$ cat src/rtl/medf_pkg.sv
package medf_pkg;

  // rank (1-based, ascending) of the median in an odd window
  function automatic int rank_of(input int n);
    return (n + 1) / 2;
  endfunction

  // bits needed to hold a count from 0 to n
  function automatic int cnt_bits(input int n);
    return $clog2(n + 1);
  endfunction

endpackage

$ cat src/rtl/medf_popcnt.sv
module medf_popcnt #(
  parameter int N  = 9,
  parameter int CW = 4
) (
  input  logic [N-1:0]  bits_i,
  output logic [CW-1:0] cnt_o
);

  always_comb begin
    cnt_o = '0;
    for (int i = 0; i < N; i++) begin
      cnt_o = cnt_o + CW'(bits_i[i]);
    end
  end

endmodule

$ cat src/rtl/medf_window.sv
module medf_window #(
  parameter int WIDTH = 8,
  parameter int WIN   = 9
) (
  input  logic                      clk,
  input  logic                      rst_n,
  input  logic                      in_vld,
  input  logic [WIDTH-1:0]          in_data,
  output logic [WIN-1:0][WIDTH-1:0] win_o,
  output logic                      win_vld_o
);

  localparam int             CW   = medf_pkg::cnt_bits(WIN);
  localparam logic [CW-1:0]  FULL = CW'(WIN);
  localparam logic [CW-1:0]  LAST = CW'(WIN - 1);

  logic [WIN-1:0][WIDTH-1:0] win_q, win_d;
  logic [CW-1:0]             fill_q, fill_d;
  logic                      vld_q, vld_d;

  // next state: newest sample at index 0
  always_comb begin
    win_d    = win_q;
    win_d[0] = in_data;
    for (int i = 1; i < WIN; i++) begin
      win_d[i] = win_q[i-1];
    end
    fill_d = (in_vld && (fill_q != FULL)) ? fill_q + 1'b1 : fill_q;
    vld_d  = in_vld && (fill_q >= LAST);
  end

  // control registers
  always_ff @(posedge clk or negedge rst_n) begin
    if (!rst_n) begin
      fill_q <= '0;
      vld_q  <= 1'b0;
    end else begin
      fill_q <= fill_d;
      vld_q  <= vld_d;
    end
  end

  // datapath registers, enabled by accepted samples
  always_ff @(posedge clk) begin
    if (in_vld) begin
      win_q <= win_d;
    end
  end

  assign win_o     = win_q;
  assign win_vld_o = vld_q;

endmodule

$ cat src/rtl/medf_slice.sv
module medf_slice #(
  parameter int WIDTH  = 8,
  parameter int WIN    = 9,
  parameter int BITPOS = 7
) (
  input  logic                                     clk,
  input  logic                                     rst_n,
  input  logic                                     vld_i,
  input  logic [WIN-1:0][WIDTH-1:0]                win_i,
  input  logic [WIN-1:0]                           mask_i,
  input  logic [medf_pkg::cnt_bits(WIN)-1:0]       rej_i,
  input  logic [WIDTH-1:0]                         part_i,
  output logic                                     vld_o,
  output logic [WIN-1:0][WIDTH-1:0]                win_o,
  output logic [WIN-1:0]                           mask_o,
  output logic [medf_pkg::cnt_bits(WIN)-1:0]       rej_o,
  output logic [WIDTH-1:0]                         part_o
);

  localparam int            CW   = medf_pkg::cnt_bits(WIN);
  localparam int            MED  = medf_pkg::rank_of(WIN);
  localparam logic [CW:0]   MEDV = (CW + 1)'(MED);

  logic [WIN-1:0]   col, live_ones, mask_d;
  logic [CW-1:0]    ones_cnt, rej_d;
  logic [CW:0]      ge_cnt;
  logic             mbit;
  logic [WIDTH-1:0] part_d;

  always_comb begin
    for (int i = 0; i < WIN; i++) begin
      col[i] = win_i[i][BITPOS];
    end
    live_ones = col & mask_i;
  end

  medf_popcnt #(.N(WIN), .CW(CW)) u_cnt (
    .bits_i (live_ones),
    .cnt_o  (ones_cnt)
  );

  // decision and next-state for the following stage
  always_comb begin
    ge_cnt         = {1'b0, rej_i} + {1'b0, ones_cnt};
    mbit           = (ge_cnt >= MEDV);
    mask_d         = mask_i & ~(col ^ {WIN{mbit}});
    rej_d          = mbit ? rej_i : rej_i + ones_cnt;
    part_d         = part_i;
    part_d[BITPOS] = mbit;
  end

  always_ff @(posedge clk or negedge rst_n) begin
    if (!rst_n) begin
      vld_o <= 1'b0;
    end else begin
      vld_o <= vld_i;
    end
  end

  always_ff @(posedge clk) begin
    if (vld_i) begin
      win_o  <= win_i;
      mask_o <= mask_d;
      rej_o  <= rej_d;
      part_o <= part_d;
    end
  end

endmodule

$ cat src/rtl/medf_top.sv
module medf_top #(
  parameter int WIDTH = 8,
  parameter int WIN   = 9
) (
  input  logic             clk,
  input  logic             rst_n,
  input  logic             in_vld,
  input  logic [WIDTH-1:0] in_data,
  output logic             out_vld,
  output logic [WIDTH-1:0] out_med
);

  localparam int CW = medf_pkg::cnt_bits(WIN);

  // stage k input at index k; index WIDTH is the final register
  logic                      s_vld  [WIDTH+1];
  logic [WIN-1:0][WIDTH-1:0] s_win  [WIDTH+1];
  logic [WIN-1:0]            s_mask [WIDTH+1];
  logic [CW-1:0]             s_rej  [WIDTH+1];
  logic [WIDTH-1:0]          s_part [WIDTH+1];

  medf_window #(.WIDTH(WIDTH), .WIN(WIN)) u_win (
    .clk       (clk),
    .rst_n     (rst_n),
    .in_vld    (in_vld),
    .in_data   (in_data),
    .win_o     (s_win[0]),
    .win_vld_o (s_vld[0])
  );

  assign s_mask[0] = '1;
  assign s_rej[0]  = '0;
  assign s_part[0] = '0;

  for (genvar g = 0; g < WIDTH; g++) begin : g_stage
    medf_slice #(.WIDTH(WIDTH), .WIN(WIN), .BITPOS(WIDTH - 1 - g)) u_slice (
      .clk    (clk),
      .rst_n  (rst_n),
      .vld_i  (s_vld[g]),
      .win_i  (s_win[g]),
      .mask_i (s_mask[g]),
      .rej_i  (s_rej[g]),
      .part_i (s_part[g]),
      .vld_o  (s_vld[g+1]),
      .win_o  (s_win[g+1]),
      .mask_o (s_mask[g+1]),
      .rej_o  (s_rej[g+1]),
      .part_o (s_part[g+1])
    );
  end

  assign out_vld = s_vld[WIDTH];
  assign out_med = s_part[WIDTH];

endmodule

$ cat config.mk
export PLATFORM = sky130hd
export DESIGN_NAME = medf_top
export DESIGN_NICKNAME = d
export VERILOG_FILES = /design/src/rtl/medf_pkg.sv /design/src/rtl/medf_popcnt.sv /design/src/rtl/medf_window.sv /design/src/rtl/medf_slice.sv /design/src/rtl/medf_top.sv
export SDC_FILE = /design/constraint.sdc
export NUM_CORES = 1
export LEC_CHECK = 0
export CORE_UTILIZATION = 35
export CTS_CLUSTER_SIZE = 25
export DETAILED_ROUTE_END_ITERATION = 8
export DONT_BUFFER_PORTS = 1
export GPL_TIMING_DRIVEN = 1
export PLACE_DENSITY = 0.51
export SLEW_MARGIN = 20
export SYNTH_ARGS = -nofsm -noshare
export SYNTH_HDL_FRONTEND = slang
export SYNTH_SLANG_ARGS = --single-unit
$ cat constraint.sdc
create_clock -name clk -period 8.77 [get_ports clk]
set_input_delay 0 -clock clk [delete_from_list [all_inputs] [get_ports clk]]
set_output_delay 0 -clock clk [all_outputs]
set_load 0.005 [all_outputs]
==> results.yml, run 1 <==
global_routing:
  grt_max_degree: 78
  grt_pass1_wl_um: 41400
  grt_overflow_total: 0
  globalRouteTotalUtil_pct: 10.1
  antenna_found_initial: 1
  grt_pass1_vias: 7725
logic_synthesis:
  synth_edf_count: 451
  synth-async-reset-ratio_pct: 2.80
  ys_seq_area_share_pct: 76.6
  syn-cell-area_um2: 18100
  syn_nets: 1033
  synth_most_common_cell: "edfxtp_1"
  syn_avg_cell_area_um2: 19.5
  synth.area.top_cells: "edfxtp_1 (75%), fa_1 (5.2%), ha_1 (3.2%)"
  yosysTopAreaCell: "edfxtp_1"
  ys_types: 31
  ys_ff_latch: 464
  yosysTopAreaCellShare_pct: 74.8
  synthTopCellsByCount: "edfxtp_1 (451), inv_1 (71), nor2b_1 (55)"
  ys_warn_count: 0
  synthCells: 928
  yosys_most_used_dff: "edfxtp_1"
route:
  wl_per_cell_um: 14.9
  drcViolationCount: 0
  initialDrtViolationCount: 338
  first_pass_iters: 4
  dr_total_vias: 7302
  drt_wl_total_um: 25500
  viasPerCell: 4.27
  antenna_left: 0
setup_path:
  r2r-end: "g_stage[2].u_slice.rej_o[1]$_DFFE_PP_"
  cp-endpoint: "g_stage[2].u_slice.rej_o[1]$_DFFE_PP_"
  cp-end-kind: "register"
  critPathLaunchType: "register"
  crit_fanout: 14
  regToRegSetupSlack_ps: 3790
  path_class: "reg2reg"
  crit_required_ps: 9110
  worstRegToRegCells: 15
  cp-startpoint: "g_stage[1].u_slice.win_o[5]$_DFFE_PP_"
  r2r_start: "g_stage[1].u_slice.win_o[5]$_DFFE_PP_"
  crit_arrival_ps: 5320
timing:
  tightestPinTransition_ps: 1060
  slew_headroom_pct: 29.3
  slew_viol_final: 0
  setup-violations-final: 0
  period_needed_ps: 4980
  rsz0062_at_grt: "no"
  clock.fmax_ghz: 0.201
  timing.setup.tns_ps: 0
  finClkSkew_ps: 31.1
  hold_violations: 0
  finalCritPeriodShare_pct: 56.8
run:
  drv_cap: 0
cells_and_area:
  drive_above_1_share_pct: 14.1
  area_growth_pct: 14.8
  fillers: 4482
  nNetsFinal: 1103
worst_hold_path:
  hold_start: "in_data[0]"
  hold_class: "in2reg"
clock_network:
  clock_path_buffers: 3
  cts_made_buffers: 51
  cts_setup_buffers: 0
  clk_pin_slew_ps: 60
  cts.sinks: 464
  clock_latency_ps: 600
  ctsResizeCount: 0
  holdBufCountCts: 18
  cts_root_buf: "clkbuf_16"
  cts_tree: "yes"
  htreeDepth: 2
placement:
  dp_hpwl_um: 15600
  gp_congestion: 0.696
  portBuffers: 0
floorplanning:
  rows: 82
  start_util_pct: 35.8
  num_io_pins: 20
  fp.dieW_um: 229
  coreArea_um2: 50600
  die_h_um: 229
  die_area_um2: 52600
run_status:
  status: "finished, final reports clean"
logic make-up (layout without fill, tap and decap cells):
| family | Yosys count | count (layout) | synth area share, % |
|---|---|---|---|
| compound gates | 32 | 32 | 1.47 |
| xor+xnor | 24 | 24 | 1.16 |
| fa+ha+maj | 94 | 94 | 8.45 |
| buf+inv | 78 | 187 | 1.92 |
| flops | 464 | 464 | 76.6 |
| mux | 73 | 73 | 5.04 |
| other cells | 1 | 2 | 0.0207 |
| simple gates | 162 | 162 | 5.30 |
worst min-delay path by stage:
stage / slack (ps) / cells past startpoint / endpoint
after global placement: -290 / 0 / g_stage[7].u_slice.vld_o$_DFF_PN0_
after floorplan: -300 / 0 / g_stage[0].u_slice.vld_o$_DFF_PN0_
after global routing: 20 / 1 / u_win.win_o[0]$_DFFE_PP_
after detailed placement: -290 / 0 / g_stage[7].u_slice.vld_o$_DFF_PN0_
final: 50 / 1 / u_win.win_o[0]$_DFFE_PP_
after CTS: 8 / 1 / u_win.win_o[0]$_DFFE_PP_
cell usage in the layout, fill, tap and decap left out, types with 2 or more instances in the layout:
cell type / instances
a21o_1: 6
a21oi_1: 14
and2_1: 49
and2b_1: 2
and4b_1: 6
buf_4: 6
bufinv_16: 6
clkbuf_1: 9
clkbuf_16: 51
clkinv_1: 11
clkinv_2: 8
clkinv_4: 2
clkinv_8: 2
dfrtp_1: 7
dfrtp_2: 5
dlygate4sd3_1: 17
edfxtp_1: 451
fa_1: 47
ha_1: 47
inv_1: 71
mux2_2: 25
mux2_4: 30
mux2i_1: 18
nand2_1: 19
nand2b_1: 12
nor2_1: 14
nor2b_1: 55
o21ai_0: 4
o221a_4: 6
xnor2_1: 24
sequential cells by signal (all words and copies together), names as in the netlist:
name / cells
u_win.win_vld_o: 1
g_stage.u_slice.rej_o: 28
u_win.fill_q: 4
g_stage.u_slice.vld_o: 8
g_stage.u_slice.mask_o: 63
u_win.win_o: 72
g_stage.u_slice.part_o: 36
g_stage.u_slice.win_o: 252
layout make-up:
type	instances	area, um2	area share [%]
inverters	71	267	1.28
clock inverters	32	348	1.67
repair buffers	24	243	1.17
multi-input cells	386	3880	18.7
diodes	1	2.50	0.0120
flip-flops and latches	464	13900	66.8
well taps	672	841	4.05
clock buffers	60	1310	6.31
metal layers:
layer / up-vias / GRT usage [%] / part of all wire (%) / wire [um]
met3: 65 / 2.75 / 4.3 / 1090
met1: 3603 / 13.9 / 50 / 12700
met4: 0 / 4.15 / 3.1 / 785
met2: 86 / 15.1 / 43 / 10900
met5: - / 0 / 0 / 0
li1: 3548 / - / - / -
through the flow:
stage	cells	utilization, %	worst slack, ps	hold WS (ps)	area (um2)
4_1_cts	1709	41.1	3750	8.10	20800
2_1_floorplan	928	-	4000	-296	18100
3_3_place_gp	1599	37.4	3810	-294	18900
3_5_place_dp	1599	37.4	3780	-294	18900
5_1_grt	1710	41.1	3580	24.9	20800
6_report	1710	41.1	3790	47.1	20800
critical path, cell delays in order, from the launching register on:
cell and delay [ps]:
edfxtp_1 380, and2_1 200, fa_1 550, inv_1 70
fa_1 540, inv_1 60, fa_1 500, fa_1 470
inv_1 90, fa_1 400, inv_1 110, ha_1 250
a21o_1 170, a21oi_1 180, o221a_4 380, mux2_2 380
Power of run 1 is left out: the tool's default activity adds up to more than one toggle a clock period on the data nets, which glitch-free logic cannot reach.
==> run 2, diff against run 1 <==
--- a/config.mk
+++ b/config.mk
@@ -5,6 +5,7 @@
 export SDC_FILE = /design/constraint.sdc
 export NUM_CORES = 1
 export LEC_CHECK = 0
+export ABC_AREA = 1
 export CORE_UTILIZATION = 35
 export CTS_CLUSTER_SIZE = 25
 export DETAILED_ROUTE_END_ITERATION = 8
==> constraint.sdc (replaced) <==
create_clock -name clk -period 4.93 [get_ports clk]
set_input_delay 0 -clock clk [delete_from_list [all_inputs] [get_ports clk]]
set_output_delay 0 -clock clk [all_outputs]
set_load 0.005 [all_outputs]
==> results.yml, run 2 <==
timing:
  clock.fmax_ghz: 0.212
  hold_violations: 0
  rsz0062_at_grt: "yes"
  finClkSkew_ps: 25.5
  slew_headroom_pct: 42.4
  tightestPinTransition_ps: 864
  setup-violations-final: 0
  finalCritPeriodShare_pct: 95.6
  period_needed_ps: 4720
  slew_viol_final: 0
cells_and_area:
  stdcell_area_um2: 21400
  layout_common_cells: "edfxtp_1 (451), nand2_1 (234), inv_1 (176), nor2_1 (102), clkbuf_16 (53)"
  drive_above_1_share_pct: 13.6
  diodes: 0
  final_common_cell: "edfxtp_1"
  top_regs: "g_stage.u_slice.win_o: 252 flops, u_win.win_o: 72 flops, g_stage.u_slice.mask_o: 63 flops"
  top_register: "g_stage.u_slice.win_o"
  area_growth_pct: 16.7
  fillers: 4718
  multi_input_area_um2: 3850
  final-seq-area_um2: 13900
  nNetsFinal: 1406
  largest_reg_flops: 252
route:
  wl_per_cell_um: 13.9
  drt_wl_total_um: 28000
  dr_total_vias: 8619
  drcViolationCount: 0
  antenna_left: 0
  initialDrtViolationCount: 581
  first_pass_iters: 5
  viasPerCell: 4.27
logic_synthesis:
  synth.area.top_cells: "edfxtp_1 (74%), fa_1 (5.1%), nand2_1 (4.8%)"
  syn-cell-area_um2: 18300
  yosysTopAreaCell: "edfxtp_1"
  ys_ff_latch: 464
  ys_types: 30
  synthCells: 1219
  ys_seq_area_share_pct: 75.8
  syn_nets: 1324
  synth_edf_count: 451
  synth_most_common_cell: "edfxtp_1"
  yosys_most_used_dff: "edfxtp_1"
  yosysTopAreaCellShare_pct: 74.0
  syn_avg_cell_area_um2: 15.0
  synthTopCellsByCount: "edfxtp_1 (451), nand2_1 (235), inv_1 (180)"
  ys_warn_count: 0
  synth-async-reset-ratio_pct: 2.80
clock_network:
  clk_pin_slew_ps: 60
  cts_root_buf: "clkbuf_16"
  cts_tree: "yes"
  cts.sinks: 464
  clock_path_buffers: 3
  cts_made_buffers: 50
  clock_latency_ps: 580
  htreeDepth: 2
global_routing:
  grt_pass1_wl_um: 43100
  grt_overflow_total: 0
  globalRouteTotalUtil_pct: 10.2
  antenna_found_initial: 0
  top_usage_layer: "met2"
  gr-usage-met1_pct: 13.7
  grtUsageMet2_pct: 15.8
  grt_pass1_vias: 8528
  grt_max_degree: 75
  grt_util_met3_pct: 2.47
run_status:
  status: "finished, final reports clean"
floorplanning:
  num_io_pins: 20
  rows: 83
  start_util_pct: 35.5
  die_h_um: 231
  die_area_um2: 53200
  coreArea_um2: 51500
  fp.dieW_um: 231
setup_path:
  r2r-end: "g_stage[4].u_slice.mask_o[1]$_DFFE_PP_"
  critPathLaunchType: "register"
  cp_cell_sequence: "nand2_1, inv_1, fa_1, inv_1, fa_1, inv_1, fa_1, fa_2, inv_1, fa_1, inv_2, fa_1, inv_1, nand2_1, nand3_1, nand3_1, nor2_4, buf_12, nand2_1, nand2_1, nor2_1"
  crit_arrival_ps: 5030
  slowest_stage: "fa_1"
  crit_required_ps: 5240
  path_class: "reg2reg"
  worstRegToRegCells: 21
  worst_path_largest_cell_delay_ps: 520
  r2r_start: "g_stage[3].u_slice.win_o[3]$_DFFE_PP_"
  regToRegSetupSlack_ps: 210
  cp-end-kind: "register"
  crit_fanout: 20
placement:
  portBuffers: 0
  place_area_um2: 19100
  gp_congestion: 0.745
  dp_hpwl_um: 16600
worst_hold_path:
  hold_start: "in_data[3]"
  hold_class: "in2reg"
  whs_endpoint: "u_win.win_o[3]$_DFFE_PP_"
  holdPathStages: 1
run:
  drv_cap: 0
## run 2: changes by cell type after synthesis, moves of 12 or more
cell	change
xnor2_1	-14
nand2b_1	-12
nand3_1	+28
mux2_4	-30
nand2_1	+216
nor2_1	+99
nor2b_1	-55
inv_1	+109
mux2_2	-25
mux2i_1	-18
and2_1	-46
nand2_2	+13
## run 2: worst max-delay path by stage
stage,from,endpoint,cells past startpoint
floorplan,g_stage[2].u_slice.win_o[4]$_DFFE_PP_,g_stage[3].u_slice.rej_o[1]$_DFFE_PP_,20
global placement,g_stage[0].u_slice.win_o[6]$_DFFE_PP_,g_stage[1].u_slice.mask_o[0]$_DFFE_PP_,20
detailed placement,g_stage[2].u_slice.win_o[4]$_DFFE_PP_,g_stage[3].u_slice.rej_o[1]$_DFFE_PP_,20
CTS,g_stage[2].u_slice.win_o[4]$_DFFE_PP_,g_stage[3].u_slice.rej_o[1]$_DFFE_PP_,20
global route,g_stage[0].u_slice.win_o[6]$_DFFE_PP_,g_stage[1].u_slice.mask_o[5]$_DFFE_PP_,20
finish,g_stage[3].u_slice.win_o[3]$_DFFE_PP_,g_stage[4].u_slice.mask_o[1]$_DFFE_PP_,21
## run 2: cell type report
| cell class | instances | area share [%] |
|---|---|---|
| repair buffers | 33 | 1.70 |
| clock buffers | 62 | 6.26 |
| multi-input cells | 568 | 18.0 |
| well taps | 680 | 3.98 |
| flip-flops and latches | 464 | 65.0 |
| clock inverters | 29 | 1.78 |
| inverters | 184 | 3.26 |
## run 2: cells by family (layout without fill, tap and decap cells)
group / after synthesis / in the layout / synth area share [%]
other: 1 / 1 / 0.0205
xor gates and xnor gates: 19 / 19 / 0.909
adders and majority gates: 94 / 94 / 8.35
buffers and inverters: 196 / 308 / 4.42
DFF: 464 / 464 / 75.8
AOI/OAI and AO/OA: 27 / 27 / 0.841
and+or+nand+nor: 418 / 427 / 9.69
## run 2: worst max-delay path: cells and delay by family (launching register included)
kind,cells,cell delay (ps)
flops,1,420
buf+inv,7,540
simple gates,8,670
fa+ha+maj,6,2800
## run 2: through the flow
step / instances / hold slack [ps] / TNS (ps) / utilization, % / worst slack, ps
after CTS: 1999 / 3.31 / 0 / 40.8 / 79.6
after detailed placement: 1896 / -295 / 0 / 37.2 / 112
after floorplan: 1219 / -296 / 0 / - / 426
final: 2020 / 46.9 / 0 / 41.5 / 215
after global routing: 2020 / 7.27 / -282 / 41.5 / -36.2
after global placement: 1896 / -294 / 0 / 37.2 / 173
## run 2: per-layer routing
layer	share of wire (%)	wire length (um)
met5	0	0
met4	2.7	762
met3	3.8	1070
met2	44	12200
met1	50	14000
## run 2: what timing repair did
item                                    in CTS  in global routing
gates resized for setup                      0                 39
hold buffers                                12                  0
endpoints found under the hold margin       98                  0
buffers inserted                             0                  9
endpoints found under the setup margin       0                 71
Power of run 2 is left out for the same reason.
